$ cat src/rtl/cc_cmp_pkg.sv
package cc_cmp_pkg;

   typedef enum logic [2:0] {
      SEL_EQ   = 3'd0,
      SEL_NE   = 3'd1,
      SEL_LT   = 3'd2,
      SEL_LE   = 3'd3,
      SEL_GT   = 3'd4,
      SEL_GE   = 3'd5,
      SEL_RSV6 = 3'd6,
      SEL_RSV7 = 3'd7
   } cmp_sel_e;

   typedef enum logic [1:0] {
      CMB_OR  = 2'd0,
      CMB_AND = 2'd1,
      CMB_X   = 2'd2,
      CMB_Y   = 2'd3
   } cmb_mode_e;

   typedef struct packed {
      logic lt;
      logic eq;
   } order_t;

   function automatic logic sel_defined(cmp_sel_e s);
      return (s <= SEL_GE);
   endfunction

endpackage

$ cat src/rtl/cc_float_order.sv
module cc_float_order #(
   parameter int W       = 24,
   parameter bit ZERO_EQ = 1'b1
) (
   input  logic [W-1:0]       a,
   input  logic [W-1:0]       b,
   output cc_cmp_pkg::order_t ord
);
   localparam int MAG_W = W - 1;

   if (W < 2) begin : g_bad_width
      $error("cc_float_order: W must be at least 2");
   end

   logic             sgn_a, sgn_b;
   logic [MAG_W-1:0] mag_a, mag_b;
   cc_cmp_pkg::order_t raw;

   assign sgn_a = a[W-1];
   assign sgn_b = b[W-1];
   assign mag_a = a[MAG_W-1:0];
   assign mag_b = b[MAG_W-1:0];

   always_comb begin
      raw = '0;
      if (a == b) begin
         raw.eq = 1'b1;
      end else if (sgn_a != sgn_b) begin
         raw.lt = sgn_a;
      end else if (!sgn_a) begin
         raw.lt = (mag_a < mag_b);
      end else begin
         raw.lt = (mag_a > mag_b);
      end
   end

   if (ZERO_EQ) begin : g_signed_zero_equal
      logic both_zero;
      assign both_zero = (mag_a == '0) && (mag_b == '0);
      always_comb begin
         ord = raw;
         if (both_zero) begin
            ord.lt = 1'b0;
            ord.eq = 1'b1;
         end
      end
   end else begin : g_signed_zero_ordered
      assign ord = raw;
   end

endmodule

$ cat src/rtl/cc_flag_lane.sv
module cc_flag_lane #(
   parameter int W       = 24,
   parameter bit ZERO_EQ = 1'b1
) (
   input  logic         clk,
   input  logic         rst_n,
   input  logic         en,
   input  logic [W-1:0] a,
   input  logic [W-1:0] b,
   input  logic [2:0]   sel,
   output logic         flag
);
   import cc_cmp_pkg::*;

   order_t   ord;
   cmp_sel_e sel_e;
   logic     hit;
   logic     upd;

   cc_float_order #(.W(W), .ZERO_EQ(ZERO_EQ)) u_order (
      .a   (a),
      .b   (b),
      .ord (ord)
   );

   assign sel_e = cmp_sel_e'(sel);

   always_comb begin
      unique case (sel_e)
         SEL_EQ:  hit = ord.eq;
         SEL_NE:  hit = !ord.eq;
         SEL_LT:  hit = ord.lt;
         SEL_LE:  hit = ord.lt || ord.eq;
         SEL_GT:  hit = !ord.lt && !ord.eq;
         SEL_GE:  hit = !ord.lt;
         default: hit = 1'b0;
      endcase
   end

   assign upd = en && sel_defined(sel_e);

   always_ff @(posedge clk or negedge rst_n) begin
      if (!rst_n) begin
         flag <= 1'b0;
      end else if (upd) begin
         flag <= hit;
      end
   end

endmodule

$ cat src/rtl/cc_branch_eval.sv
module cc_branch_eval #(
   parameter int LANES = 2
) (
   input  logic [LANES-1:0] flags,
   input  logic [LANES-1:0] refs,
   input  logic [1:0]       mode,
   output logic             taken
);
   import cc_cmp_pkg::*;

   if (LANES != 2) begin : g_bad_lanes
      $error("cc_branch_eval: combine modes are defined for two lanes");
   end

   logic [LANES-1:0] match;

   for (genvar i = 0; i < LANES; i++) begin : g_match
      assign match[i] = (refs[i] == flags[i]);
   end

   always_comb begin
      unique case (cmb_mode_e'(mode))
         CMB_OR:  taken = |match;
         CMB_AND: taken = &match;
         CMB_X:   taken = match[0];
         CMB_Y:   taken = match[1];
         default: taken = 1'b0;
      endcase
   end

endmodule

$ cat src/rtl/cc_dual_compare.sv
module cc_dual_compare #(
   parameter int FLT_W   = 24,
   parameter bit ZERO_EQ = 1'b1
) (
   input  logic             clk,
   input  logic             rst_n,
   input  logic             cmp_en,
   input  logic [FLT_W-1:0] a_x,
   input  logic [FLT_W-1:0] a_y,
   input  logic [FLT_W-1:0] b_x,
   input  logic [FLT_W-1:0] b_y,
   input  logic [2:0]       sel_x,
   input  logic [2:0]       sel_y,
   input  logic             ref_x,
   input  logic             ref_y,
   input  logic [1:0]       mode,
   output logic             flag_x,
   output logic             flag_y,
   output logic             taken
);
   localparam int LANES = 2;

   logic [FLT_W-1:0] op_a [LANES];
   logic [FLT_W-1:0] op_b [LANES];
   logic [2:0]       sel  [LANES];
   logic [LANES-1:0] flags;

   assign op_a[0] = a_x;
   assign op_a[1] = a_y;
   assign op_b[0] = b_x;
   assign op_b[1] = b_y;
   assign sel[0]  = sel_x;
   assign sel[1]  = sel_y;

   for (genvar i = 0; i < LANES; i++) begin : g_lane
      cc_flag_lane #(.W(FLT_W), .ZERO_EQ(ZERO_EQ)) u_lane (
         .clk   (clk),
         .rst_n (rst_n),
         .en    (cmp_en),
         .a     (op_a[i]),
         .b     (op_b[i]),
         .sel   (sel[i]),
         .flag  (flags[i])
      );
   end

   cc_branch_eval #(.LANES(LANES)) u_branch (
      .flags (flags),
      .refs  ({ref_y, ref_x}),
      .mode  (mode),
      .taken (taken)
   );

   assign flag_x = flags[0];
   assign flag_y = flags[1];

endmodule

$ cat config.mk
export PLATFORM = sky130hd
export DESIGN_NAME = cc_dual_compare
export DESIGN_NICKNAME = d
export VERILOG_FILES = /design/src/rtl/cc_cmp_pkg.sv /design/src/rtl/cc_float_order.sv /design/src/rtl/cc_flag_lane.sv /design/src/rtl/cc_branch_eval.sv /design/src/rtl/cc_dual_compare.sv
export SDC_FILE = /design/constraint.sdc
export NUM_CORES = 1
export LEC_CHECK = 0
export ABC_AREA = 1
export BUFFER_PORTS_ARGS = -buffer_cell sky130_fd_sc_hd__buf_2
export CORE_AREA = 2 2 76 78
export DETAILED_ROUTE_END_ITERATION = 10
export DIE_AREA = 0 0 78 80
export PLACE_DENSITY_LB_ADDON = 0.25
export SLEW_MARGIN = 10
export SYNTH_ARGS = -nofsm -noshare
export SYNTH_HDL_FRONTEND = slang
export SYNTH_SLANG_ARGS = --single-unit
export TNS_END_PERCENT = 50
$ cat constraint.sdc
create_clock -name clk -period 1.2 [get_ports clk]
set_clock_uncertainty 0.2 [all_clocks]
set_input_delay 0.12 -clock clk [delete_from_list [all_inputs] [get_ports clk]]
set_output_delay 0.12 -clock clk [all_outputs]
set_load 0.005 [all_outputs]
**After elaboration in Yosys (flattened, before gate mapping)**

Index checks and enable logic that the tools add are counted.

- Register bits after elaboration: 2
- Bits of input ports: 109
- Output and inout port bits: 3
- Word-level logic and storage cells: 61

- Magnitude comparators: 6
- Equal/unequal tests: 19
- Mux-type cells: 13
- Reductions and logical operators: 21

Operators by type and width:

| operator | count |
|---|---|
| $logic_not 23->1 | 4 |
| $eq 24x24->1 | 2 |
| $gt 23x23->1 | 2 |
| $lt 23x23->1 | 2 |
| $eq 3x2->1 const B | 4 |
| $eq 3x3->1 const B | 4 |
| $pmux 1 s6 | 2 |
| $mux 1 | 8 |
| $eq 3x1->1 const B | 2 |
| $le 3x3->1 const B | 2 |
| $logic_and 1x1->1 | 6 |
| $logic_not 3->1 | 2 |
| $eq 2x2->1 const B | 2 |
| $logic_not 1->1 | 4 |
| $mux 2 | 2 |
| $pmux 1 s4 | 1 |
| $eq 1x1->1 | 2 |
| $eq 2x1->1 const B | 1 |
| $logic_not 2->1 | 1 |
| $logic_or 1x1->1 | 2 |
| $ne 1x1->1 | 2 |
| $reduce_and 2->1 | 1 |
| $reduce_or 2->1 | 1 |

**Logic depth before layout (Yosys ltp)**

- Word-level depth: 8
- Gate-level depth with buffers: 17
- Gate-level depth less buffers: 17

**By module**

A second synthesis with hierarchy kept.

- Cell total of the unflattened synthesis: 395
- Area, all modules: 2135.8 um^2

By module, submodules not included:

| module | instances | cells an instance | area an instance (um^2) |
|---|---|---|---|
| cc_float_order | 2 | 169 | 924.6 |
| cc_flag_lane | 2 | 20 | 106.4 |
| cc_branch_eval | 1 | 17 | 73.8 |

**Worst setup path before layout**

OpenSTA, ideal clock, no wires.

- Kind: input to register
- Start point: in b_y[22]
- End point: reg g_lane[1].u_lane.flag
- Setup time: 0.122 ns
- Arrival time: 1.348 ns
- Data required time: 0.878 ns
- Path slack: -0.470 ns
- Stages: 15
- Cell sequence: inv_1 > ha_1 > nand2_2 > nor2_2 > nand2_1 > nor2_1 > nand2_1 > nand3_2 > nand2_1 > nand2_1 > nand2_2 > nand2_1 > nand2_1 > nor2_1 > a21oi_1

- Longest elaborated chain between the ends: 8
- Elaborated cells on any way between the ends: 15

Ends and longest elaborated chain:

| what | line | source |
|---|---|---|
| start: declaration | cc_dual_compare.sv:11 | `input logic [FLT_W-1:0] b_y,` |
| $lt 23x23->1 / $gt 23x23->1 (equally long branches) | cc_float_order.sv:31, cc_float_order.sv:33 |  |
| $mux 1 | cc_float_order.sv:30 | `end else if (!sgn_a) begin` |
| $mux 1 | cc_float_order.sv:28 | `end else if (sgn_a != sgn_b) begin` |
| $mux 1 | cc_float_order.sv:26 | `if (a == b) begin` |
| $mux 2 * | cc_float_order.sv:42 | `if (both_zero) begin` |
| $logic_not 1->1 | cc_flag_lane.sv:34, cc_flag_lane.sv:35 |  |
| $logic_and 1x1->1 | cc_flag_lane.sv:34 | `SEL_GT: hit = !ord.lt && !ord.eq;` |
| $pmux 1 s6 * | cc_flag_lane.sv:29 | `unique case (sel_e)` |
| end signal: assignment | cc_flag_lane.sv:46 | `flag <= hit;` |
| end: declaration | cc_flag_lane.sv:11 | `output logic flag` |

Every way passes the cells marked *; elsewhere a longest branch is shown, timed or not.
A chain may end at the register's enable or synchronous reset.

**Final worst setup path**

- Start point: in b_x[14]
- End point: reg g_lane[0].u_lane.flag

- Longest elaborated chain between the ends: 8
- Elaborated cells on any way between the ends: 15

Ends and longest elaborated chain:

| what | line | source |
|---|---|---|
| start: declaration | cc_dual_compare.sv:10 | `input logic [FLT_W-1:0] b_x,` |
| $lt 23x23->1 / $gt 23x23->1 (equally long branches) | cc_float_order.sv:31, cc_float_order.sv:33 |  |
| $mux 1 | cc_float_order.sv:30 |  |
| $mux 1 | cc_float_order.sv:28 |  |
| $mux 1 | cc_float_order.sv:26 |  |
| $mux 2 * | cc_float_order.sv:42 |  |
| $logic_not 1->1 | cc_flag_lane.sv:34, cc_flag_lane.sv:35 |  |
| $logic_and 1x1->1 | cc_flag_lane.sv:34 |  |
| $pmux 1 s6 * | cc_flag_lane.sv:29 |  |
| end signal: assignment | cc_flag_lane.sv:46 |  |
| end: declaration | cc_flag_lane.sv:11 |  |

Marked as above.

==> run summary <==
CORE AREA: 0.00541 mm^2
Post-detail-place hpwl: 5510 um
Pre-antenna DRT Iters: 4
Reg power frac: 5.5%
Period utilisation layout: 137%
Setup TNS: -1.11 ns
Hold Slack: 0.0136 ns
Yosys cell types: 18
DIE WIDTH: 78 um
Area leader, netlist: ha_1
Failing checks: setup timing
CTS tree: done
GP Congestion: 0.860
Final hold vios: 0
Net switching power: 0.721 mW
Placed cell area: 0.00312 mm^2
Share of cells above drive strength 1: 44.0%
RSZ-0062 raised after global routing: yes
Total track usage: 21.7%
Overflow after GRT: 0
Final slew viol count: 0
Sw Ratio: 42.3%
Register area share after synthesis: 2.35%
Clk root buf: clkbuf_8
Top cell by count, worst path: nand2_2
Net count, final: 725
Initial Utilization: 39.4%
Number of flip-flops under the largest register name: 2
Number of global-route vias before repair: 2,871
Setup CP Type: input pin to flip-flop
PwrDens: 452 mW/mm^2
Die height: 80 um
Top post-synthesis cells by area: ha_1 27%, nand2_1 22%, inv_1 15%
Crit Reg-Reg Endpoint: g_lane[1].u_lane.flag
Synth top area share: 27.0%
Clock share of power: 15.8%
Utilization after layout: 69.7%
CTS buffer count: 3
Leakage: 2.04 nW
Most common flop cell mapped by yosys: dfrtp_1
H-Tree Depth: 1
Worst EP arrival: 1.53 ns
Clock Tree Buf Depth: 2
Sink Count: 2
Setup slack at placement: -0.697 ns
Critical-path cell list: buf_2 > inv_2 > ha_4 > nand2_2 > a21oi_1 > nor2_1 > nand2_1 > nand2_1 > nand3_2 > nand2_2 > nand2_2 > nand2_4 > nand2_2 > nand2_1 > nor2_1 > a21oi_1
Least-Margin Pin Slew: 0.197 ns
Largest Register: g_lane.u_lane.flag
Clock insertion delay at the later pin of the skew report: 0.21 ns
DRC violations left: 0
Max Fclk: 0.609 GHz
Most common cell in the netlist: nand2_1
Vias per inst: 4.69
Initial antenna violation count: 0
Routed Wire Length: 7290 um
Avg Inst Size Synth: 5.18 um^2
Die ar.: 0.00624 mm^2
Finished Layout Cells: 640
Async SR Flop Fraction: 100%
Routed len/inst: 11.4 um
Synthesized cell area: 0.00213 mm^2
Num rows: 27
Register area: 50.0 um^2
Design Area, Final: 0.00377 mm^2
RR Startpoint: g_lane[1].u_lane.flag
CP startpoint kind: input pin
CP Capture Type: flip-flop
Max rail drop VDD: 568 uV
Vias: 3,003
Max Cap Viol: 0
Outcome: finished with violations
Critical path required time: 1.09 ns
First-pass GRT wire length: 11,400 um
Hold crit path type: input pin to async pin
Largest stage delay, worst path: 0.27 ns
Final setup fails: 3
Gate power share: 78.7%
FF-to-FF setup slack: 0.21 ns
Total chip power: 1.70 mW
Setup ws final: -0.442 ns
Slowest-stage cell, CP: ha_4
Biggest regs: g_lane.u_lane.flag x2
Synthesized flop and latch total: 2
Final Critical Period: 1.64 ns
P&R area growth vs syn: 76.9%
Largest net degree at the start of global routing: 7
Number of fill cells in the layout: 475
I/O Buffers: 111
EDFF count, synth: 0
DR iter-0 viols: 98
Internal: 0.983 mW
Multi-input gate area: 0.00229 mm^2
Reg clk slew, reported paths: 0.03 ns
Synth top cells by count: 124 x nand2_1, 85 x inv_1, 81 x nor2_1
N_diodes: 0
Placed cells: 635
Synth Warn #: 0
Rel. slew slack: 86.8%
CP Max Fanout: 4
Routed Antenna Nets: 0
Reg2reg path depth: 3
Post-Syn Nets: 566
# IOs: 112
Mapped Cells: 411
layout by cell type, fill, tap and decap left out:
cell,n
xnor2_1,2
dlygate4sd3_1,1
inv_4,3
buf_6,12
nor2_4,3
inv_1,60
nand2_2,19
nand2_1,107
ha_4,32
nand2_4,2
buf_4,42
nor2_2,5
a21o_1,2
a21oi_1,15
buf_2,97
buf_8,2
clkbuf_8,3
xnor2_2,1
ha_1,14
nand3_1,21
nand3b_1,2
dfrtp_1,2
xor2_1,1
a21oi_4,1
nand4_1,11
o21ai_1,1
inv_2,22
nor2_1,74
or2_0,1
o21ai_2,1
nand3_2,2
a21oi_2,3
nor3_1,4
worst max-delay path by stage:
| stage | slack, ns | startpoint | cells past startpoint | endpoint |
|---|---|---|---|---|
| 3_5_place_dp | -0.70 | b_y[14] | 14 | g_lane[1].u_lane.flag |
| 3_3_place_gp | -0.69 | b_x[22] | 15 | g_lane[0].u_lane.flag |
| 5_1_grt | -0.60 | b_y[18] | 16 | g_lane[1].u_lane.flag |
| 2_1_floorplan | -0.43 | b_x[2] | 13 | g_lane[0].u_lane.flag |
| 6_report | -0.44 | b_x[14] | 16 | g_lane[0].u_lane.flag |
| 4_1_cts | -0.42 | a_x[6] | 13 | g_lane[0].u_lane.flag |
what timing repair did:
action / 4_1_cts / 5_1_grt
buffers inserted: 1 / 0
setup endpoints to repair: 3 / 5
hold buffers: 1 / 0
resized for setup: 61 / 53
pin swaps: 31 / 33
hold endpoints to repair: 2 / 0
cell type report:
type	instances	share of cell area, %
tap	72	2.39
clock buffer	3	1.10
timing repair buffer	154	25.9
inverter	85	8.66
sequential	2	1.33
multi-input combinational	324	60.6
critical path, delay by kind of cell:
family,cells,cell delay (ns)
buf+inv,2,0.14
fa+ha+maj,1,0.27
compound gates,2,0.25
simple gates,11,0.75
logic make-up (layout without fill, tap and decap cells):
group,Yosys count,in the layout,share of synthesized area [%]
simple gates,251,251,48.4
buf+inv,85,242,15.0
fa+ha+maj,46,46,27.0
compound gates,23,23,5.64
xor+xnor,4,4,1.64
flops,2,2,2.35
power by group through the flow:
stage	clock (mW)	sequential [mW]	combinational (mW)
floorplan	0	0.0941	0.543
global placement	0	0.0922	1.02
detailed placement	0	0.0917	1.03
CTS	0.276	0.0931	1.19
global route	0.296	0.0957	1.50
finish	0.269	0.0936	1.34
routing by layer:
metal	vias up	track usage, %	routed length (um)	share of wire [%]
met2	101	41.6	3640	50
met1	1301	26.0	3150	43
li1	1588	-	-	-
met5	-	0	0	0
met3	13	2.15	386	5.3
met4	0	4.74	117	1.6
No activity file was read; power rests on OpenSTA's default activity.
